[config.mk]
export PLATFORM = sky130hd
export DESIGN_NAME = srt4_div
export DESIGN_NICKNAME = d
export VERILOG_FILES = /design/src/rtl/srt4_pkg.sv /design/src/rtl/srt4_sel.sv /design/src/rtl/srt4_csa.sv /design/src/rtl/srt4_szd.sv /design/src/rtl/srt4_div.sv
export SDC_FILE = /design/constraint.sdc
export NUM_CORES = 1
export LEC_CHECK = 0
export BUFFER_PORTS_ARGS = -buffer_cell sky130_fd_sc_hd__buf_2
export CAP_MARGIN = 20
export CORE_MARGIN = 2
export CORE_UTILIZATION = 35
export DETAILED_ROUTE_END_ITERATION = 7
export GPL_ROUTABILITY_DRIVEN = 0
export HOLD_SLACK_MARGIN = 0.05
export PLACE_DENSITY = 0.53
export SYNTH_ARGS = -nofsm -noshare
export SYNTH_HDL_FRONTEND = slang
export SYNTH_SLANG_ARGS = --single-unit
[constraint.sdc]
create_clock -name clk -period 11.5 [get_ports clk]
set_clock_uncertainty 0.1 [all_clocks]
set_input_delay 1.15 -clock clk [delete_from_list [all_inputs] [get_ports clk]]
set_output_delay 1.15 -clock clk [all_outputs]
set_load 0.1 [all_outputs]
[src/rtl/srt4_pkg.sv]
package srt4_pkg;

    typedef enum logic [1:0] {
        ST_IDLE = 2'd0,
        ST_RUN  = 2'd1,
        ST_FIN  = 2'd2
    } srt4_state_e;

    typedef logic signed [2:0] srt4_digit_t;

    localparam int EST_W    = 7;
    localparam int EST_FRAC = 4;
    localparam int IDX_W    = 3;

    // Lower bound (times 16) of the estimate interval that selects digit h,
    // indexed by the three divisor bits below the leading one.
    function automatic logic signed [EST_W-1:0] srt4_bound(input int h,
                                                           input logic [IDX_W-1:0] idx);
        int v;
        v = 0;
        case (h)
            2: case (idx)
                3'd0: v = 12; 3'd1: v = 14; 3'd2: v = 15; 3'd3: v = 16;
                3'd4: v = 18; 3'd5: v = 20; 3'd6: v = 20; default: v = 24;
            endcase
            1: case (idx)
                3'd0, 3'd1, 3'd2, 3'd3: v = 4;
                3'd4, 3'd5:             v = 6;
                default:                v = 8;
            endcase
            0: case (idx)
                3'd0:             v = -4;
                3'd1, 3'd2, 3'd3: v = -6;
                default:          v = -8;
            endcase
            default: case (idx)
                3'd0: v = -13; 3'd1: v = -15; 3'd2: v = -16; 3'd3: v = -18;
                3'd4: v = -20; 3'd5: v = -20; 3'd6: v = -22; default: v = -24;
            endcase
        endcase
        return EST_W'(v);
    endfunction

endpackage

[src/rtl/srt4_sel.sv]
module srt4_sel
    import srt4_pkg::*;
(
    input  logic [EST_W-1:0] top_s,
    input  logic [EST_W-1:0] top_c,
    input  logic [IDX_W-1:0] idx,
    output srt4_digit_t      digit
);
    logic signed [EST_W-1:0] est;

    always_comb begin
        est = $signed(top_s + top_c);
        if (est >= srt4_bound(2, idx))
            digit = 3'sd2;
        else if (est >= srt4_bound(1, idx))
            digit = 3'sd1;
        else if (est >= srt4_bound(0, idx))
            digit = 3'sd0;
        else if (est >= srt4_bound(-1, idx))
            digit = -3'sd1;
        else
            digit = -3'sd2;
    end
endmodule

[src/rtl/srt4_csa.sv]
module srt4_csa
    import srt4_pkg::*;
#(
    parameter int WW = 22
) (
    input  logic [WW-1:0] sh_s,
    input  logic [WW-1:0] sh_c,
    input  logic [WW-1:0] dvs,
    input  srt4_digit_t   digit,
    output logic [WW-1:0] nxt_s,
    output logic [WW-1:0] nxt_c
);
    logic [WW-1:0] mag;
    logic [WW-1:0] addend;
    logic          sub;
    logic [WW-1:0] maj;

    always_comb begin
        case (digit)
            3'sd2, -3'sd2: mag = {dvs[WW-2:0], 1'b0};
            3'sd1, -3'sd1: mag = dvs;
            default:       mag = '0;
        endcase
        sub    = (digit > 3'sd0);
        addend = sub ? ~mag : mag;
    end

    for (genvar b = 0; b < WW; b++) begin : g_fa
        assign nxt_s[b] = sh_s[b] ^ sh_c[b] ^ addend[b];
        assign maj[b]   = (sh_s[b] & sh_c[b]) | (sh_s[b] & addend[b]) | (sh_c[b] & addend[b]);
    end

    assign nxt_c = {maj[WW-2:0], sub};
endmodule

[src/rtl/srt4_szd.sv]
module srt4_szd #(
    parameter int WW = 22
) (
    input  logic [WW-1:0] vs,
    input  logic [WW-1:0] vc,
    output logic [WW-1:0] whole,
    output logic          neg,
    output logic          zero
);
    always_comb begin
        whole = vs + vc;
        neg   = whole[WW-1];
        zero  = (whole == '0);
    end
endmodule

[src/rtl/srt4_div.sv]
module srt4_div
    import srt4_pkg::*;
#(
    parameter int DW    = 16,
    parameter int NITER = 9
) (
    input  logic          clk,
    input  logic          rst,
    input  logic          start,
    input  logic [DW-1:0] dividend,
    input  logic [DW-1:0] divisor,
    output logic          busy,
    output logic          done,
    output logic          q_vld,
    output logic [2:0]    q_dig,
    output logic          rem_neg,
    output logic          rem_zero
);
    localparam int FW = DW + 2;
    localparam int WW = FW + 4;
    localparam int CW = $clog2(NITER) + 1;

    srt4_state_e   state;
    logic [WW-1:0] ws, wc;
    logic [DW-1:0] dv;
    logic [CW-1:0] cnt;

    logic [WW-1:0] sh_s, sh_c, dvs_ext, nxt_s, nxt_c, w_all;
    srt4_digit_t   dig;

    assign sh_s    = {ws[WW-3:0], 2'b00};
    assign sh_c    = {wc[WW-3:0], 2'b00};
    assign dvs_ext = {4'b0000, dv, 2'b00};

    srt4_sel u_sel (
        .top_s (sh_s[WW-2 -: EST_W]),
        .top_c (sh_c[WW-2 -: EST_W]),
        .idx   (dv[DW-2 -: IDX_W]),
        .digit (dig)
    );

    srt4_csa #(.WW(WW)) u_csa (
        .sh_s  (sh_s),
        .sh_c  (sh_c),
        .dvs   (dvs_ext),
        .digit (dig),
        .nxt_s (nxt_s),
        .nxt_c (nxt_c)
    );

    srt4_szd #(.WW(WW)) u_szd (
        .vs    (ws),
        .vc    (wc),
        .whole (w_all),
        .neg   (rem_neg),
        .zero  (rem_zero)
    );

    always_ff @(posedge clk) begin
        if (rst) begin
            state <= ST_IDLE;
            ws    <= '0;
            wc    <= '0;
            dv    <= '0;
            cnt   <= '0;
        end else begin
            case (state)
                ST_IDLE: if (start) begin
                    ws    <= {{(WW-DW){1'b0}}, dividend};
                    wc    <= '0;
                    dv    <= divisor;
                    cnt   <= '0;
                    state <= ST_RUN;
                end
                ST_RUN: begin
                    ws  <= nxt_s;
                    wc  <= nxt_c;
                    cnt <= cnt + 1'b1;
                    if (cnt == CW'(NITER - 1))
                        state <= ST_FIN;
                end
                default: state <= ST_IDLE;
            endcase
        end
    end

    assign busy  = (state == ST_RUN);
    assign done  = (state == ST_FIN);
    assign q_vld = busy;
    assign q_dig = dig;

    // Magnitude bound of the remainder, checked while digits are produced.
    logic [WW-1:0] w_mag;
    logic [WW+1:0] bnd_l, bnd_r;
    always_comb begin
        w_mag = w_all[WW-1] ? (~w_all + 1'b1) : w_all;
        bnd_l = {2'b00, w_mag} + {1'b0, w_mag, 1'b0};
        bnd_r = {1'b0, dvs_ext, 1'b0};
    end

    AST_DIGIT_RANGE: assert property (@(posedge clk) disable iff (rst)
        q_vld |-> ($signed(q_dig) >= -3'sd2 && $signed(q_dig) <= 3'sd2));
    AST_NO_OVERFLOW: assert property (@(posedge clk) disable iff (rst)
        (busy || done) |-> (bnd_l <= bnd_r));
    AST_DONE_PULSE: assert property (@(posedge clk) disable iff (rst)
        done |=> !done);
    AST_DONE_AFTER_RUN: assert property (@(posedge clk) disable iff (rst)
        done |-> $past(busy));
    AST_FLAGS_HELD: assert property (@(posedge clk) disable iff (rst)
        (!busy && !start) |=> ($stable(rem_neg) && $stable(rem_zero)));
    AST_START_IGNORED: assert property (@(posedge clk) disable iff (rst)
        (busy && start) |=> $stable(dv));
endmodule

# Yosys cells after proc, flatten, opt, wreduce, memory -nomap -nowiden
# Index checks and enable logic that the tools add are counted.
op_classes:
  n_reduce_logical: 13
  add_sub_neg: 3
  n_bitwise: 136
  multipliers: 0
  n_lt_le_gt_ge: 5
  shifts: 0
  n_mux: 25
  div: 0
  eq_ne: 15
ops:
  columns: ["op", "count"]
  rows:
  - ["22-bit one-hot mux with 2 select lines", 2]
  - ["22-bit two-way mux", 3]
  - ["5-bit one-hot mux with 6 select lines", 2]
  - ["1-bit AND", 57]
  - ["7-bit two-way mux", 6]
  - ["1-bit bitwise XOR", 40]
  - ["1-bit OR", 38]
  - ["19-bit one-hot mux with 2 select lines", 1]
  - ["22-bit adder", 1]
  - ["22-bit logical NOT", 1]
  - ["19-bit inverter with 22-bit output", 1]
  - ["7-bit greater-or-equal comparator", 3]
  - ["3-bit == test, second input constant", 5]
  - ["5-bit one-hot mux with 2 select lines", 1]
  - ["3-bit by 2-bit == test with 1-bit output, second input constant", 3]
  - ["3-bit two-way mux", 3]
  - ["4-bit one-hot mux with 2 select lines", 1]
  - ["2-bit OR reduction", 4]
  - ["7-bit adder", 1]
  - ["7-bit by 6-bit greater-or-equal comparator with 1-bit output", 1]
  - ["3-bit by 1-bit == test with 1-bit output, second input constant", 2]
  - ["3-bit one-hot mux with 2 select lines", 1]
  - ["2-bit AND reduction", 3]
  - ["5-bit by 1-bit adder with 5-bit output, second input constant", 1]
  - ["15 further kinds", 16]
totals:
  mem_bits_rw: 0
  mem_count: 0
  latchBits: 0
  rom_bits: 0
  wordCells: 202
  inputBits: 35
  regBits: 67
  out_inout_bits: 8

# Logic depth before layout (Yosys ltp)
# Gate-level depths: netlist (run 1).
logic_depth:
  word_depth: 26
  ltp_mapped: 17
  mapped_depth_nobuf: 16

# Hierarchy
# From an unflattened synthesis (run 1), not the netlist that was laid out.
unflattened:
  cells_unflattened: 734
  area_unflattened_um2: 5816.8
modules_own_cells:
  columns: ["mod", "instances", "area_per_inst_um2", "cells_each", "seq_area_each_um2"]
  rows:
  - ["srt4_div", 1, 2501.1, 259, 1341.3]
  - ["srt4_csa", 1, 1438.9, 232, 0.0]
  - ["srt4_szd", 1, 1069.8, 139, 0.0]
  - ["srt4_sel", 1, 807.0, 104, 0.0]

# Worst setup path after synthesis (run 1)
# OpenSTA, ideal clock, no wires.
synth_path:
  kind: "register to output"
  startpoint: "register wc[4]"
  endpoint: "output rem_zero"
  path_buffers: 0
  setup_slack_ps: 5149
  required_time_ps: 10250
  path_stages_with_launch: 10
  arrival_time_ps: 5101
  cell_sequence: "dfxtp_1 > ha_1 > a2111o_1 > a31oi_2 > nor2_1 > a21oi_1 > o31a_1 > nor2_1 > a211oi_1 > nor4_2"
synth_between:
  elab_chain_cells: 2
synth_lines:
  columns: ["item", "line", "source"]
  rows:
  - ["start: declaration", "srt4_div.sv:24", "logic [WW-1:0] ws, wc;"]
  - ["start signal: assignment", "srt4_div.sv:77", "wc <= nxt_c;"]
  - ["22-bit adder", "srt4_szd.sv:11", "whole = vs + vc;"]
  - ["named net rem_neg", "srt4_div.sv:16", "output logic rem_neg,"]
  - ["22-bit logical NOT", "srt4_szd.sv:13", "zero = (whole == '0);"]
  - ["end: declaration", "srt4_div.sv:17", "output logic rem_zero"]
# The timed path passes the listed nets, and every way through them passes these cells.

# Worst setup path in the final report (run 1)
layout_path:
  startpoint: "register wc[12]"
  endpoint: "output q_dig[0]"
layout_between:
  elab_chain_cells: 6
  elab_cells_between_ends: 9
  classes_between: "add/sub (1); order compare (4); mux (4)"
layout_lines:
  columns: ["item", "line", "source"]
  rows:
  - ["7-bit adder *", "srt4_sel.sv:12", "est = $signed(top_s + top_c);"]
  - ["7-bit greater-or-equal comparator", "srt4_sel.sv:19", "else if (est >= srt4_bound(-1, idx))"]
  - ["1-bit two-way mux", "srt4_sel.sv:19", null]
  - ["3-bit two-way mux", "srt4_sel.sv:17", "else if (est >= srt4_bound(0, idx))"]
  - ["3-bit two-way mux", "srt4_sel.sv:15", "else if (est >= srt4_bound(1, idx))"]
  - ["3-bit two-way mux *", "srt4_sel.sv:13", "if (est >= srt4_bound(2, idx))"]
  - ["end: declaration", "srt4_div.sv:15", "output logic [2:0] q_dig,"]
# Mark *: on every way between the ends. The rest lies on a longest branch, timed or not.

==> run metrics, run 1 <==
Final Hold Vio Count=0; Pwr Total=around 1.9 mW; worst slack at placement=6530 ps; kind of critical path=reg -> out; Chip Width=123 um; Clock Latency Late Sink=330 ps; Setup TNS Final=0 ps; internal power=0.905 mW; H-tree depth=3; hold path start=ws[21]$_SDFFE_PP0P_; Total Routed Length=between 10000 and 15000 um; worst r2r src=wc[12]$_SDFFE_PP0P_; maxcap violations=0; # DRC=0; Die H=123 um; number of global-route vias before repair=4221; post-DR wirelength/cell=~17 um; synthesized area per cell=8.52 sq um; Psw=0.951 mW; Post-layout nets=between 600 and 700; Startpoint Class=register; Seq cells post-synth=65; Clk pwr share=14.7%; die area=between 15000 and 20000 sq um; synth unique cells=66; ANT cells=0; hold_buf cts=0; Mapped Cells=577; Rows=43; clk sink count=65; CTS resizes=0; Core Footprint=13800 sq um; Seq/Total Area, Yosys=26.5%; Max Slew Vio Count=0; most common cell after layout, fill and taps aside=dfxtp_1; final setup fails=0; Via density=5.65; CTS root buffer=clkbuf_16; Post-Syn Nets=669; Critical Path RT=10250 ps; total CTS buffers=9; Worst Hold Depth=2; Synth-to-Final Area Change=12.8%; hold_ws=roughly 370 ps; first-pass GRT wire length=21700 um; CTS tree=built; RSZ-0062 raised after global routing=no; worst min path class=reg -> reg; final worst slack=6210 ps; Post-DP HPWL=9940 um; reg2reg path depth=16; CP max FO=22; Slew Limit Headroom=47.1%; ys async rst share=0%; pwr/cell area=335 nW/um^2; CP Cell Sequence=ha_1 > fa_1 > a21o_1 > a21oi_2 > xnor2_1 > inv_1 > ha_1 > o21a_1 > a21oi_1 > a21o_1 > a21boi_0 > buf_2; routed vias=4441; Post-DRT Antenna Nets=0; crit end category=output port; initial core utilization=between 30% and 40%; share of cells above drive strength 1=13.7%; DRT Pass-1 Iters=5; Max Clock Freq=189 MHz; crit path launch=wc[12]$_SDFFE_PP0P_; final core utilization=40.2%; initial antenna violation count=0; DRT iter0 DRCs=238; period utilization=a little under half; post-CTS setup buffer count=0; CP peak stage delay=540 ps; outcome=complete, no violations; gr usage total=18.5%; Post-synth EDFFs=0; most frequent cells in the layout=dfxtp_1 (65), nand2_1 (64), a21oi_1 (49); Logic pwr share=just under 70%; Worst-path clk slew=~50 ps; Worst Max-Slew Pin Slew=793 ps; fill cell count=roughly 1400; CP arrival=4040 ps; Flop pwr share=around 17%; leakage=approximately 2.3 nW; Slowest-stage cell, CP=a21o_1; crit path time final=around 5300 ps; Post-Syn Area=4920 sq um; Top FF cell, synth=dfxtp_1; Synth warnings=0; GRT overflow=0; largest net degree at the start of global routing=42; maximum VDD drop=0.143 mV; clk buf depth=2; number of port buffers=between 40 and 50; Switching Fraction=51.2%; Ports=43
[through the flow]
stage               cell area, sq um  instances
finish                          5540        786
global route                    5540        786
CTS                             5540        785
detailed placement              5240        769
global placement                5240        769
floorplan                       4920        577
[critical path, delay by kind of cell (launching register included)]
family	cells	cell delay, ps
buf+inv	2	600
xor+xnor	1	300
flops	1	340
fa+ha+maj	3	1030
compound gates	6	1440
[power groups by stage]
stage                     clock, mW  combinational (mW)  sequential [mW]
final                         0.272                1.27            0.318
after global routing          0.291                1.41            0.326
after CTS                     0.278                1.28            0.320
after detailed placement          0                1.27            0.324
after global placement            0                1.25            0.323
after floorplan                   0                1.00            0.306
[path summary, 6_finish.rpt]
kind / slack (ps) / to
max: 6210 / q_dig[0]
max reg2reg: 6550 / ws[8]$_SDFFE_PP0P_
min reg2reg: 370 / ws[21]$_SDFFE_PP0P_
min: 370 / ws[21]$_SDFFE_PP0P_
[kinds of logic after synthesis]
family          Yosys count  synth area share (%)
xor+xnor                 13                  2.32
compound gates          204                  29.7
buf+inv                  69                  5.88
simple gates            149                  14.3
flops                    65                  26.5
fa+ha+maj                57                  17.3
mux                      20                  4.12
[layer usage]
layer	GRT usage [%]	vias to the layer above	share of wire (%)
li1	-	2179	-
met1	24.4	2150	47
met2	31.0	97	48
met3	2.88	15	3.3
met4	5.82	0	2.1
met5	0	-	0
[cell usage after synthesis, types with 4 or more instances]
library cell | instances | area, sq um
dfxtp_1 | 65 | 1300
nand2_1 | 64 | 240
a21oi_1 | 49 | 245
ha_1 | 39 | 488
nor2_1 | 39 | 146
inv_1 | 35 | 131
o21ai_0 | 32 | 160
clkbuf_1 | 21 | 78.8
a211oi_1 | 19 | 143
fa_1 | 18 | 360
mux2i_1 | 18 | 180
a22o_1 | 15 | 131
a221oi_1 | 14 | 123
o22a_1 | 13 | 114
a21o_1 | 9 | 67.6
xnor2_1 | 9 | 78.8
o21a_1 | 8 | 60.1
nand3_1 | 7 | 35.0
buf_2 | 6 | 30.0
nand4_1 | 5 | 31.3
or2_2 | 5 | 31.3
nor2b_1 | 4 | 25.0
nor3_1 | 4 | 20.0
o22ai_1 | 4 | 25.0
xor2_1 | 4 | 35.0
[cell type report]
cell class	count	area [sq um]	area share [%]
Clock inverter	6	66.3	1.20
Multi-Input combinational cell	443	3340	60.3
Timing Repair Buffer	47	248	4.47
Inverter	35	131	2.37
Clock buffer	10	229	4.13
Tap cell	180	225	4.06
Sequential cell	65	1300	23.5
[sequential cells by signal, summed over array words and instances, names as in the netlist]
name,cells
cnt,5
dv,16
wc,20
ws,22
state,2
Note: power is estimated with default switching activity, not from simulation.
==> run 2: changes to the inputs <==
--- a/config.mk
+++ b/config.mk
@@ -12,7 +12,7 @@
 export DETAILED_ROUTE_END_ITERATION = 7
 export GPL_ROUTABILITY_DRIVEN = 0
 export HOLD_SLACK_MARGIN = 0.05
-export PLACE_DENSITY = 0.53
+export PLACE_DENSITY = 0.54
 export SYNTH_ARGS = -nofsm -noshare
 export SYNTH_HDL_FRONTEND = slang
 export SYNTH_SLANG_ARGS = --single-unit
==> constraint.sdc (replaced) <==
create_clock -name clk -period 4.8 [get_ports clk]
set_clock_uncertainty 0.1 [all_clocks]
set_input_delay 0.48 -clock clk [delete_from_list [all_inputs] [get_ports clk]]
set_output_delay 0.48 -clock clk [all_outputs]
set_load 0.1 [all_outputs]
==> run metrics, run 2 (same netlist as run 1, synthesis figures left out) <==
pwr/cell area=827 nW/um^2 (+150%); DRT Pass-1 Iters=5 (unchanged); crit end category=output port; number of port buffers=42 (unchanged); Core Footprint=13800 sq um (unchanged); Top Registers=ws (22), wc (20), dv (16); Post-DP Area=5280 sq um (+0.74%); maxcap violations=0 (unchanged); Final Hold Vio Count=0 (unchanged); period utilization=92.6%; leakage=2.35 nW (+1.6%); post-DR wirelength/cell=16.6 um (about the same); Slew Limit Headroom=45.4% (-1.8 points); largest net degree at the start of global routing=42 (unchanged); CTS root buffer=clkbuf_16; GRT overflow=0 (unchanged); Worst-path clk slew=60 ps (about the same); CTS tree=built; Synth-to-Final Area Change=14.5%; fill cell count=1448 (+0.84%); most frequent cells in the layout=dfxtp_1 (65), nand2_1 (63), a21oi_1 (49); Critical Path RT=4220 ps (-6030 ps); register area=1300 sq um (unchanged); CP max FO=17 (-23%); Post-layout nets=696 (+0.43%); Total Routed Length=13100 um (+0.45%); Post-DRT Antenna Nets=0 (unchanged); Setup TNS Final=0 ps (unchanged); most common cell after layout, fill and taps aside=dfxtp_1; Ports=43 (unchanged); Final Cell Area=5630 sq um (+1.5%); maximum VDD drop=0.463 mV (+220%); Startpoint Class=register; # DRC=0 (unchanged); Via density=5.57 (-1.4%); number of global-route vias before repair=4295 (+1.8%); Chip Width=123 um (unchanged); Max Slew Vio Count=0 (unchanged); die area=15000 sq um (unchanged); initial core utilization=35.7% (unchanged); outcome=complete, no violations; critical path endpoint=q_dig[0]; final setup fails=0 (unchanged); largest register by flop count=ws; initial antenna violation count=0 (unchanged); clk buf depth=2 (unchanged); RR Endpoint=ws[5]$_SDFFE_PP0P_; gr usage total=18.5% (+0.047 points); H-tree depth=3 (unchanged); RSZ-0062 raised after global routing=no; total CTS buffers=9 (unchanged); kind of critical path=reg -> out; Max Clock Freq=225 MHz; CP arrival=3860 ps (-180 ps); Clock Latency Late Sink=330 ps (about the same); Die H=123 um (unchanged); first-pass GRT wire length=21800 um (+0.42%); crit path time final=roughly 4400 ps; worst min path class=in -> reg; Reg2Reg Setup Slack=420 ps (-6130 ps); DRT iter0 DRCs=247 (+3.8%); crit path launch=wc[12]$_SDFFE_PP0P_; hold_buf cts=0 (unchanged); routed vias=4395 (-1.0%); share of cells above drive strength 1=14.8% (+1.1 points); Rows=43 (unchanged); hold_ws=285 ps (-83.6 ps); worst r2r src=wc[12]$_SDFFE_PP0P_; clk sink count=65 (unchanged); ANT cells=0 (unchanged); multi-input gate area in the final layout=3360 sq um (+0.45%); max reg flops=22 (unchanged); reg2reg path depth=17 (+1); Post-DP HPWL=10000 um (+0.93%); Worst Max-Slew Pin Slew=820 ps (+26.6 ps)
-- run 2: power by group --
part	internal, mW	total [mW]	leakage [nW]	switching (mW)
clock network	0.486	0.738	0.162	0.253
registers	0.644	0.764	0.532	0.120
logic	1.20	3.15	1.65	1.95
total	2.33	4.65	2.35	2.32
-- run 2: worst min path at each step --
stage / from / to / slack (ps) / cells past startpoint
floorplan: ws[19]$_SDFFE_PP0P_ / ws[19]$_SDFFE_PP0P_ / 330 / 2
global placement: ws[20]$_SDFFE_PP0P_ / ws[20]$_SDFFE_PP0P_ / 350 / 2
detailed placement: wc[20]$_SDFFE_PP0P_ / wc[20]$_SDFFE_PP0P_ / 360 / 2
CTS: divisor[4] / dv[4]$_SDFFE_PP0P_ / 270 / 3
global route: divisor[3] / dv[3]$_SDFFE_PP0P_ / 290 / 3
finish: divisor[5] / dv[5]$_SDFFE_PP0P_ / 280 / 3
-- run 2: metal layers --
metal,up-vias,track usage (%),wire [um]
li1,2182,-,-
met5,-,0,0
met1,2089,24.4,6070
met2,110,30.5,6110
met4,0,5.96,257
met3,14,3.67,643
-- run 2: worst max-delay path: stages, from the launching register on --
cell,delay [ps]
dfxtp_1,340
ha_1,270
fa_1,430
a21o_1,210
a21oi_2,250
xnor2_2,220
inv_1,120
ha_1,310
o21a_1,100
a21oi_1,130
a21o_1,230
buf_4,260
a21boi_1,200
buf_2,450
-- run 2: stage by stage --
stage / utilization, % / cells / power, mW / setup slack, ps
after floorplan: - / 577 / 3.14 / 88.3
after global placement: 38.2 / 772 / 3.87 / 475
after detailed placement: 38.3 / 773 / 3.92 / 267
after CTS: 40.8 / 789 / 4.67 / 228
after global routing: 40.9 / 789 / 5.07 / 105
final: 40.9 / 789 / 4.65 / 357
-- run 2: layout make-up --
| type | instances | share of cell area [%] |
|---|---|---|
| clock buffer | 11 | 4.49 |
| tap | 180 | 4.00 |
| sequential | 65 | 23.1 |
| inverter | 35 | 2.33 |
| timing repair buffer | 50 | 4.87 |
| clock inverter | 5 | 1.51 |
| multi-input combinational | 443 | 59.7 |
-- run 2: timing repair --
item	in CTS	in global routing
setup buffers	0	0
resized for setup	0	2
setup endpoints to repair	0	9
==> run 3: changes to the inputs <==
--- a/config.mk
+++ b/config.mk
@@ -7,7 +7,7 @@
 export LEC_CHECK = 0
 export BUFFER_PORTS_ARGS = -buffer_cell sky130_fd_sc_hd__buf_2
 export CAP_MARGIN = 20
-export CORE_MARGIN = 2
+export CORE_MARGIN = 5
 export CORE_UTILIZATION = 35
 export DETAILED_ROUTE_END_ITERATION = 7
 export GPL_ROUTABILITY_DRIVEN = 0
==> constraint.sdc (replaced) <==
create_clock -name clk -period 3.7 [get_ports clk]
set_clock_uncertainty 0.1 [all_clocks]
set_input_delay 0 -clock clk [delete_from_list [all_inputs] [get_ports clk]]
set_output_delay 0 -clock clk [all_outputs]
set_load 0.1 [all_outputs]
==> run metrics, run 3 (same netlist as run 1, synthesis figures left out) <==
most frequent cells in the layout=nand2_1 (63), dfxtp_1 (61), buf_2 (40); Startpoint Class=register; die area=16500 sq um (+10%); Ports=43 (unchanged); maximum VDD drop=0.577 mV (+25%); Rows=43 (unchanged); Max Slew Vio Count=0 (unchanged); share of cells above drive strength 1=25.1% (+10 points); Post-DP HPWL=10700 um (+6.8%); Via density=5.50 (-1.3%); Chip Width=129 um (+4.9%); initial core utilization=35.6% (-0.14 points); period utilization=102%; crit path time final=3770 ps; Die H=129 um (+4.9%); post-DR wirelength/cell=16.8 um (+1.2%); largest net degree at the start of global routing=42 (unchanged); ANT cells=0 (unchanged); outcome=finished, violations left; H-tree depth=3 (unchanged); DRT iter0 DRCs=211 (-15%); CP max FO=8 (-9); number of port buffers=42 (unchanged); Synth-to-Final Area Change=34.3%; Slew Limit Headroom=43.5% (-1.9 points); Cell Count, Final, Fillers Out=858 (+8.7%); Final Hold Vio Count=0 (unchanged); kind of critical path=reg -> reg; maxcap violations=0 (unchanged); dpl cells=803 (+3.9%); multi-input gate area in the final layout=3620 sq um (+8.0%); Clock Latency Late Sink=330 ps (about the same); leakage=2.76 nW (+18%); DRT Pass-1 Iters=4 (-1); final setup fails=11 (+11); total CTS buffers=9 (unchanged); CTS tree=built; Core Footprint=13800 sq um (+0.39%); most common cell after layout, fill and taps aside=nand2_1; routed vias=4716 (+7.3%); Critical Path RT=3830 ps (-390 ps); hold_ws=101 ps (-184 ps); largest register by flop count=ws; Worst Max-Slew Pin Slew=844 ps (+24.3 ps); Max Clock Freq=about 270 MHz; final worst slack=-65.4 ps (-422 ps); clk buf depth=2 (unchanged); pwr/cell area=1110 nW/um^2 (+34%); # DRC=0 (unchanged); fill cell count=1311 (-9.5%); register area=1310 sq um (+0.58%); first-pass GRT wire length=23500 um (+8.0%); Post-DRT Antenna Nets=0 (unchanged); Top Registers=ws (22), wc (20), dv (16); failing checks=negative setup slack; CTS root buffer=clkbuf_16; CP arrival=3900 ps (+40 ps); Pwr Total=7.34 mW (+58%); clk sink count=65 (unchanged); number of global-route vias before repair=4577 (+6.6%); max reg flops=22 (unchanged); Post-layout nets=766 (+10%); crit end category=register; GRT overflow=0 (unchanged); worst min path class=in -> reg; RSZ-0062 raised after global routing=yes; Worst-path clk slew=50 ps (about the same); initial antenna violation count=0 (unchanged); Total Routed Length=14400 um (+10%); gr usage total=17.8% (-0.77 points)
-- run 3: layer usage --
layer  global-route usage [%]  vias up  wire, um
met5                        0        -         0
met4                     5.00        0       225
met3                     2.66       16       627
met2                     30.1       95      7030
met1                     23.6     2281      6520
li1                         -     2324         -
-- run 3: worst paths after layout --
| kind | slack, ps | endpoint | startpoint | depth (start not counted) |
|---|---|---|---|---|
| max reg2reg | -70 | ws[13]$_SDFFE_PP0P_ | ws[12]$_SDFFE_PP0P_ | 14 |
| min reg2reg | 360 | wc[19]$_SDFFE_PP0P_ | wc[19]$_SDFFE_PP0P_ | 2 |
| max | -70 | ws[13]$_SDFFE_PP0P_ | ws[12]$_SDFFE_PP0P_ | 14 |
| min | 100 | state[0]$_SDFFE_PP0P_ | start | 4 |
-- run 3: layout make-up --
cell class,count,share of cell area [%]
multi-input combinational,443,54.9
sequential,65,19.8
timing repair buffer,120,14.9
clock buffer,11,3.85
tap,180,3.41
inverter,35,1.99
clock inverter,4,1.12
-- run 3: where the power goes --
group          switching [mW]  internal, mW
Sequential              0.152         0.839
Combinational            2.98          2.42
Clock                   0.318         0.628
Total                    3.45          3.89
-- run 3: critical path: stages, from the launching register on --
cell and delay [ps]:
dfxtp_4 350, ha_4 160, fa_2 610, ha_4 210
a21o_1 160, a211o_1 300, a21oi_2 180, nor2_4 60
o21a_4 260, buf_12 150, a221oi_2 260, a21oi_1 90
fa_1 480, mux2i_1 60, a211oi_1 240
-- run 3: through the flow --
| stage | setup WS (ps) | utilization, % | area [sq um] | TNS (ps) |
|---|---|---|---|---|
| CTS | -137 | 46.9 | 6490 | -1350 |
| finish | -65.4 | 47.8 | 6600 | -363 |
| floorplan | -390 | - | 5020 | -471 |
| global placement | -48.3 | 40.9 | 5650 | -319 |
| global route | -235 | 47.8 | 6600 | -3330 |
| detailed placement | -148 | 40.9 | 5650 | -1140 |
-- run 3: what timing repair did --
item / CTS / global route
setup buffers: 3 / 3
resized for setup: 23 / 26
endpoints found under the hold margin: 32 / 0
endpoints found under the setup margin: 14 / 36
pin swaps: 23 / 17
hold buffers: 32 / 0
cloned: 2 / 0
